$ cat src/rtl/exc_entry_pkg.sv
package exc_entry_pkg;
  typedef enum logic [1:0] {
    CAUSE_BRK  = 2'd0,
    CAUSE_NMI  = 2'd1,
    CAUSE_BUSF = 2'd2,
    CAUSE_IRQ  = 2'd3
  } cause_e;

  typedef enum logic [2:0] {
    ST_IDLE, ST_SAVE, ST_SHIFT, ST_FREQ, ST_FWAIT, ST_DONE
  } state_e;
endpackage

$ cat src/rtl/exc_ret_sel.sv
module exc_ret_sel import exc_entry_pkg::*; #(
  parameter int XLEN = 32,
  parameter int VW   = 8,
  parameter int DSW  = 2
) (
  input  logic [1:0]      cause_i,
  input  logic [VW-1:0]   vec_i,
  input  logic [XLEN-1:0] pc_i,
  input  logic [DSW-1:0]  dslot_i,
  output logic [VW-1:0]   vec_o,
  output logic [XLEN-1:0] ret_o,
  output logic            nmi_o
);
  always_comb begin
    nmi_o = (cause_e'(cause_i) == CAUSE_NMI);
    vec_o = nmi_o ? '0 : vec_i;
    // only the ERP path backs up over a pending delay slot
    ret_o = nmi_o ? pc_i : pc_i - XLEN'(dslot_i);
  end
endmodule

$ cat src/rtl/exc_ccs_shift.sv
module exc_ccs_shift #(
  parameter int XLEN  = 32,
  parameter int GRP   = 10,
  parameter int KEEP  = 2,
  parameter int M_BIT = 30
) (
  input  logic [XLEN-1:0] ccs_i,
  input  logic            clr_m_i,
  output logic [XLEN-1:0] ccs_o
);
  logic [XLEN-1:0] src;

  always_comb begin
    src        = ccs_i;
    src[M_BIT] = ccs_i[M_BIT] & ~clr_m_i;
  end

  for (genvar k = 0; k < XLEN; k++) begin : g_bit
    if (k < GRP) begin : g_clr
      assign ccs_o[k] = 1'b0;
    end else if (k < XLEN - KEEP) begin : g_mov
      assign ccs_o[k] = src[k-GRP];
    end else begin : g_keep
      assign ccs_o[k] = src[k];
    end
  end
endmodule

$ cat src/rtl/exc_entry_seq.sv
module exc_entry_seq import exc_entry_pkg::*; #(
  parameter int XLEN  = 32,
  parameter int VW    = 8,
  parameter int DSW   = 2,
  parameter int U_BIT = 8,
  parameter int M_BIT = 30,
  parameter int GRP   = 10,
  parameter int KEEP  = 2
) (
  input  logic            clk_i,
  input  logic            rst_ni,
  input  logic            req_i,
  input  logic [1:0]      cause_i,
  input  logic [VW-1:0]   vec_i,
  input  logic [XLEN-1:0] pc_i,
  input  logic [XLEN-1:0] ccs_i,
  input  logic [XLEN-1:0] sp_i,
  input  logic [XLEN-1:0] ksp_i,
  input  logic [XLEN-1:0] ebp_i,
  input  logic [DSW-1:0]  dslot_i,
  output logic            busy_o,
  output logic            done_o,
  output logic            mem_req_o,
  output logic [XLEN-1:0] mem_addr_o,
  input  logic            mem_ready_i,
  input  logic            mem_rvalid_i,
  input  logic [XLEN-1:0] mem_rdata_i,
  output logic [XLEN-1:0] pc_o,
  output logic [XLEN-1:0] erp_o,
  output logic            erp_we_o,
  output logic [XLEN-1:0] nrp_o,
  output logic            nrp_we_o,
  output logic [XLEN-1:0] exs_o,
  output logic [XLEN-1:0] ccs_o,
  output logic [XLEN-1:0] sp_o,
  output logic            sp_we_o,
  output logic [XLEN-1:0] usp_o,
  output logic            usp_we_o,
  output logic            dslot_clr_o,
  output logic            cause_clr_o
);
  localparam int EXS_LSB = 8;
  localparam int WSH     = 2; // word-sized table entries

  state_e          state_q, state_d;
  logic [VW-1:0]   sel_vec, vec_q;
  logic [XLEN-1:0] sel_ret, ret_q;
  logic            sel_nmi, nmi_q, user_q;
  logic [XLEN-1:0] ccs_q, ccs_sh, sp_in_q, ksp_q, ebp_q;
  logic [XLEN-1:0] pc_q, erp_q, nrp_q, exs_q, sp_q, usp_q;

  exc_ret_sel #(.XLEN(XLEN), .VW(VW), .DSW(DSW)) u_sel (
    .cause_i (cause_i),
    .vec_i   (vec_i),
    .pc_i    (pc_i),
    .dslot_i (dslot_i),
    .vec_o   (sel_vec),
    .ret_o   (sel_ret),
    .nmi_o   (sel_nmi)
  );

  exc_ccs_shift #(.XLEN(XLEN), .GRP(GRP), .KEEP(KEEP), .M_BIT(M_BIT)) u_shift (
    .ccs_i   (ccs_q),
    .clr_m_i (nmi_q),
    .ccs_o   (ccs_sh)
  );

  always_comb begin
    state_d = state_q;
    unique case (state_q)
      ST_IDLE:  if (req_i) state_d = ST_SAVE;
      ST_SAVE:  state_d = ST_SHIFT;
      ST_SHIFT: state_d = ST_FREQ;
      ST_FREQ:  if (mem_ready_i) state_d = ST_FWAIT;
      ST_FWAIT: if (mem_rvalid_i) state_d = ST_DONE;
      ST_DONE:  state_d = ST_IDLE;
      default:  state_d = ST_IDLE;
    endcase
  end

  always_ff @(posedge clk_i or negedge rst_ni) begin
    if (!rst_ni) begin
      state_q <= ST_IDLE;
      vec_q   <= '0;
      ret_q   <= '0;
      nmi_q   <= 1'b0;
      user_q  <= 1'b0;
      ccs_q   <= '0;
      sp_in_q <= '0;
      ksp_q   <= '0;
      ebp_q   <= '0;
      pc_q    <= '0;
      erp_q   <= '0;
      nrp_q   <= '0;
      exs_q   <= '0;
      sp_q    <= '0;
      usp_q   <= '0;
    end else begin
      state_q <= state_d;
      unique case (state_q)
        ST_IDLE: if (req_i) begin
          vec_q   <= sel_vec;
          ret_q   <= sel_ret;
          nmi_q   <= sel_nmi;
          user_q  <= ccs_i[U_BIT];
          ccs_q   <= ccs_i;
          sp_in_q <= sp_i;
          ksp_q   <= ksp_i;
          ebp_q   <= ebp_i;
        end
        ST_SAVE: begin
          if (nmi_q) nrp_q <= ret_q;
          else       erp_q <= ret_q;
          exs_q <= XLEN'(vec_q) << EXS_LSB;
          if (user_q) begin
            usp_q <= sp_in_q;
            sp_q  <= ksp_q;
          end
        end
        ST_SHIFT: ccs_q <= ccs_sh;
        ST_FWAIT: if (mem_rvalid_i) pc_q <= mem_rdata_i;
        default: ;
      endcase
    end
  end

  assign busy_o      = (state_q != ST_IDLE);
  assign done_o      = (state_q == ST_DONE);
  assign mem_req_o   = (state_q == ST_FREQ);
  assign mem_addr_o  = ebp_q + (XLEN'(vec_q) << WSH);
  assign pc_o        = pc_q;
  assign erp_o       = erp_q;
  assign nrp_o       = nrp_q;
  assign exs_o       = exs_q;
  assign ccs_o       = ccs_q;
  assign sp_o        = sp_q;
  assign usp_o       = usp_q;
  assign erp_we_o    = done_o & ~nmi_q;
  assign nrp_we_o    = done_o & nmi_q;
  assign sp_we_o     = done_o & user_q;
  assign usp_we_o    = done_o & user_q;
  assign dslot_clr_o = done_o;
  assign cause_clr_o = done_o;
endmodule

$ cat config.mk
export PLATFORM = sky130hd
export DESIGN_NAME = exc_entry_seq
export DESIGN_NICKNAME = d
export VERILOG_FILES = /design/src/rtl/exc_entry_pkg.sv /design/src/rtl/exc_ret_sel.sv /design/src/rtl/exc_ccs_shift.sv /design/src/rtl/exc_entry_seq.sv
export SDC_FILE = /design/constraint.sdc
export NUM_CORES = 1
export LEC_CHECK = 0
export ABC_AREA = 1
export CORE_AREA = 2 2 199 201
export CTS_CLUSTER_SIZE = 20
export DETAILED_ROUTE_END_ITERATION = 8
export DIE_AREA = 0 0 201 203
export DONT_BUFFER_PORTS = 1
export GPL_ROUTABILITY_DRIVEN = 0
export PLACE_DENSITY_LB_ADDON = 0.1
export SYNTH_ARGS = -nofsm -noshare
export SYNTH_HDL_FRONTEND = slang
export SYNTH_SLANG_ARGS = --single-unit
export TNS_END_PERCENT = 50
$ cat constraint.sdc
create_clock -name clk_i -period 2.18 [get_ports clk_i]
set_input_delay 0.218 -clock clk_i [delete_from_list [all_inputs] [get_ports clk_i]]
set_output_delay 0.218 -clock clk_i [all_outputs]
set_load 0.005 [all_outputs]
== Word-level counts from Yosys, hierarchy flattened ==
Index checks and enable logic that the tools add are counted.

* Output and inout bits: 265
* Register bits: 341
* Bits of input ports: 209

* Reductions and logical operators: 11
* Bitwise operators: 6
* Mux-type cells: 8
* Add/subtract/negate cells: 2
* Eq/ne operators: 9

{| class="wikitable"
|+ Operators with widths
! kind !! number
|-
| 2-to-1 mux 32 bit || 2
|-
| case mux 32 bit (2 select lines) || 1
|-
| adder 32 x 10 -> 32 bit || 1
|-
| subtractor 32 x 2 -> 32 bit || 1
|-
| case mux 3 bit (5 select lines) || 1
|-
| AND reduction 2 bit || 6
|-
| 2-to-1 mux 3 bit || 3
|-
| 2-to-1 mux 8 bit || 1
|-
| equality test 3 x 2 -> 1 bit, second input constant || 2
|-
| equality test 3 bit, second input constant || 2
|-
| AND reduction 3 bit || 2
|-
| AND 1 bit || 4
|-
| != test 2 bit, second input constant || 2
|-
| equality test 3 x 1 -> 1 bit, second input constant || 1
|-
| zero test 3 bit || 1
|-
| nonzero test 3 bit || 1
|-
| equality test 2 x 1 -> 1 bit, second input constant || 1
|-
| != test 2 x 1 -> 1 bit, second input constant || 1
|-
| inverter 1 bit || 2
|-
| nonzero test 2 bit || 1
|}

== Depth between registers and ports, before layout ==
* Word-level depth: 3
* Mapped depth: 12
* Depth with buffers taken out: 12

== Modules after synthesis ==
From an unflattened synthesis, not the netlist that was laid out.

* Cell total of the unflattened synthesis: 1,837
* Area total of the unflattened synthesis: 15,941.5 um^2

{| class="wikitable"
|+ By module, submodules not included
! module !! area an instance (um^2) !! instances !! cells each !! sequential area each (um^2)
|-
| exc_entry_seq || 14,576.5 || 1 || 1,585 || 8,533.2
|-
| exc_ret_sel || 1,118.6 || 1 || 218 || 0.0
|-
| exc_ccs_shift || 246.5 || 1 || 34 || 0.0
|}

== Worst setup path before layout ==
Ideal clock, no wire load.

* Kind: register to output
* Start: register vec_q[0]
* End: output port mem_addr_o[12]
* Required time: 1,962 ps
* Arrival: 1,652 ps
* Setup slack: 310 ps
* Stages on the path, launching flop included: 10
* Path through: dfrtp_1 -> ha_1 -> inv_1 -> fa_1 -> o21ai_1 -> nand2_1 -> nand2_1 -> nand2_1 -> nand2_2 -> xor2_1

* Word-level cells in the longest chain between the ends: 1

{| class="wikitable"
|+ RTL lines
! element !! RTL line !! text
|-
| start, declared || exc_entry_seq.sv:46 || <nowiki>logic [VW-1:0] sel_vec, vec_q;</nowiki>
|-
| start signal, assigned || exc_entry_seq.sv:102 || <nowiki>vec_q <= sel_vec;</nowiki>
|-
| adder 32 x 10 -> 32 bit || exc_entry_seq.sv:130 || <nowiki>assign mem_addr_o = ebp_q + (XLEN'(vec_q) << WSH);</nowiki>
|-
| end, declared || exc_entry_seq.sv:24 || <nowiki>output logic [XLEN-1:0] mem_addr_o,</nowiki>
|}

Every way passes these cells.

== Worst setup path after layout ==
* Start: register vec_q[0]
* End: output port mem_addr_o[16]

Same word-level chain as after synthesis.

==> flow_summary.json <==
{
  "dp_hpwl_um": 30140,
  "grt_pass1_vias": 12450,
  "p_leak_nw": 9.340,
  "yosysUniqueCellTypes": 39,
  "finalMaxSlewViolations": 0,
  "stdcell_count": 2469,
  "die_w_um": 201,
  "startpoint_type": "flip-flop",
  "fp-row-count": 72,
  "worst_pin_slew_ps": 694.9,
  "p_per_area_nw_per_um2": 1349,
  "violations": "hold timing, setup timing",
  "holdBufCountCts": 206,
  "synth.most_common_cell": "nand2_1",
  "setup_viol": 27,
  "avgSynthCellArea_sq_um": 8.945,
  "synth-async-reset-ratio": 1.000,
  "n_antenna_cell": 0,
  "crit_arrival_ps": 2260,
  "grt-ovfl-total": 0,
  "die_h_um": 203,
  "fin_nets": 2144,
  "post-route-min-period_ps": 2475,
  "grt_max_degree": 342,
  "min_path_type": "input pin to asynchronous set/reset pin",
  "h-tree-depth": 2,
  "clockBufferDepth": 3,
  "grt_use_total": 0.2198,
  "drive_gt1_frac": 0.1492,
  "drt_pass1_iterations": 5,
  "start_util": 0.3983,
  "cts_tree": "built",
  "drtIter0Drc": 723,
  "crit_type": "flip-flop to output pin",
  "critPathMaxFanout": 7,
  "synthCells": 1713,
  "antenna_left": 0,
  "whs_ps": -619.5,
  "seq_area_frac_synth": 0.5569,
  "fmax_ghz": 0.4041,
  "outcome": "finished with violations",
  "setup_slack_ps": -294.7,
  "cts_sinks": 341,
  "synth_top_area_frac": 0.5569,
  "grt_pass1_wl_um": 70830,
  "fin_crit_sh": 1.135,
  "clk_latency_ps": 540,
  "clockRootBuffer": "clkbuf_16",
  "syn2layout_area_growth_pct": 28.27,
  "ys_seq_elements": 341,
  "drt-total-wl_um": 44750,
  "coreArea_sq_um": 38470,
  "numPortBuffers": 0,
  "synth.largest_area_cell": "dfrtp_1",
  "hold_violations": 341,
  "grt_setup_unrepaired": "yes",
  "peakVddDrop_uv": 658.4,
  "maxSlewHeadroom": 0.5357,
  "antenna_found_initial": 1,
  "cts-buffers-inserted": 38,
  "synth_area_sq_um": 15320,
  "ys_warn_count": 0,
  "cts.clk_slew.worst_paths_ps": 60,
  "cap_violations": 0,
  "synth_common_cells": "nand2_1, dfrtp_1, inv_1, o21ai_0, nor2_1",
  "crit_path_end_kind": "output pin",
  "skew_ps": 14.72,
  "dp_cells": 2171,
  "routed_via_density": 4.889,
  "fillers": 3596,
  "synth_edf_count": 0,
  "via_count": 12070,
  "wire_per_inst_um": 18.12,
  "crit_required_ps": 1960,
  "yosys_most_used_dff": "dfrtp_1",
  "dieArea_sq_um": 40800,
  "setup_tns_ps": -4095,
  "pin_count": 474,
  "drc_errors": 0,
  "synthTopCellsByArea": "dfrtp_1, nand2_1, o21ai_0"
}
==> power breakdown <==
| part | internal [mW] | total, mW | leakage (nW) | switching [mW] |
|---|---|---|---|---|
| Sequential | 9.15 | 11.5 | 4.30 | 2.34 |
| Combinational | 3.53 | 8.66 | 4.45 | 5.13 |
| Clock | 3.78 | 6.35 | 0.592 | 2.57 |
==> registers in the layout, summed over array words and instances (netlist names), 3 cells and up <==
register	count
erp_o	32
pc_o	32
ebp_q	32
usp_o	32
exs_o	8
nrp_o	32
ccs_o	32
state_q	3
sp_o	32
vec_q	8
sp_in_q	32
ret_q	32
ksp_q	32
==> worst paths after layout <==
path | from | endpoint | slack, ps | cells after the start
worst max-delay path | vec_q[0] | mem_addr_o[16] | -290 | 11
worst min-delay path | rst_ni | usp_o[10] | -620 | 0
worst max register to register | state_q[1] | state_q[0] | 180 | 6
worst min register to register | ret_q[19] | ret_q[19] | 490 | 2
max in group asynchronous | rst_ni | ebp_q[11] | 2180 | 0
min in group clk_i | cause_i[0] | ret_q[1] | 40 | 3
==> cells in the final DEF (no fill, tap or decap), drive strengths merged <==
cell type    count
a21boi           1
a21oi            8
a22oi           15
a41oi            1
and3             2
buf             38
bufinv           2
clkbuf          60
clkinv           3
clkinvlp         2
conb            24
dfrtp          341
dlygate4sd3    206
fa               2
ha              10
inv            186
mux2            32
nand2          549
nand3           67
nand3b           7
nand4           20
nor2            87
nor3            12
nor3b            2
o211ai           2
o21ai          244
o21bai           5
or2              2
xnor2            2
xor2            19
==> logic make-up (layout without fill, tap and decap cells) <==
| logic type | Yosys count | count (layout) | share of synthesized area |
|---|---|---|---|
| AO/OA/AOI/OAI | 276 | 276 | 0.1066 |
| XOR/XNOR | 21 | 21 | 0.01200 |
| adder cells (fa/ha/maj) | 12 | 12 | 0.01078 |
| buffers and inverters | 282 | 497 | 0.08868 |
| flip-flops | 341 | 341 | 0.5569 |
| multiplexers | 32 | 32 | 0.02352 |
| other | 1 | 24 | 0.0002447 |
| AND/OR/NAND/NOR | 748 | 748 | 0.2012 |
==> per-stage QoR <==
stage | hold slack (ps) | cell area [sq um] | setup slack, ps | util | power (mW)
CTS | -655.7 | 19210 | -341.4 | 0.4994 | 25.88
global placement | -70.13 | 15570 | 136.8 | 0.4048 | 18.19
detailed placement | -69.98 | 15570 | 111.9 | 0.4048 | 18.42
floorplan | -77.59 | 15410 | 310.0 | - | 16.20
finish | -619.5 | 19650 | -294.7 | 0.5109 | 26.51
global route | -654.5 | 19650 | -433.7 | 0.5109 | 28.49
==> area by class of cell <==
class / instances / area [sq um] / area share
clock buffer: 60 / 1125 / 0.05723
clock inverter: 8 / 98.84 / 0.005029
inverter: 185 / 696.9 / 0.03546
multi-input combinational: 1113 / 6112 / 0.3110
sequential: 341 / 8537 / 0.4344
tap: 518 / 648.1 / 0.03298
timing repair buffer: 244 / 2436 / 0.1240
==> critical path, cell delays in order (launching register included) <==
cell      delay (ps)
dfrtp_1          350
ha_2             190
inv_2             40
fa_2             340
o21ai_2          130
buf_6            130
nand2_2           60
nand2_4           90
nand2_4           70
nand2_8          110
nand3b_1         100
nand2_2          100
==> timing repair <==
item	in CTS	in global routing
setup buffers	7	17
setup endpoints to repair	26	58
hold endpoints to repair	544	341
gates resized for setup	65	71
pin swaps	14	36
==> routing by layer <==
| metal | track usage | share of wire |
|---|---|---|
| met1 | 0.2765 | 0.41 |
| met5 | 0 | 0 |
| met2 | 0.3452 | 0.46 |
| met4 | 0.1021 | 0.041 |
| met3 | 0.07079 | 0.083 |
No activity file was read; power rests on OpenSTA's default activity.
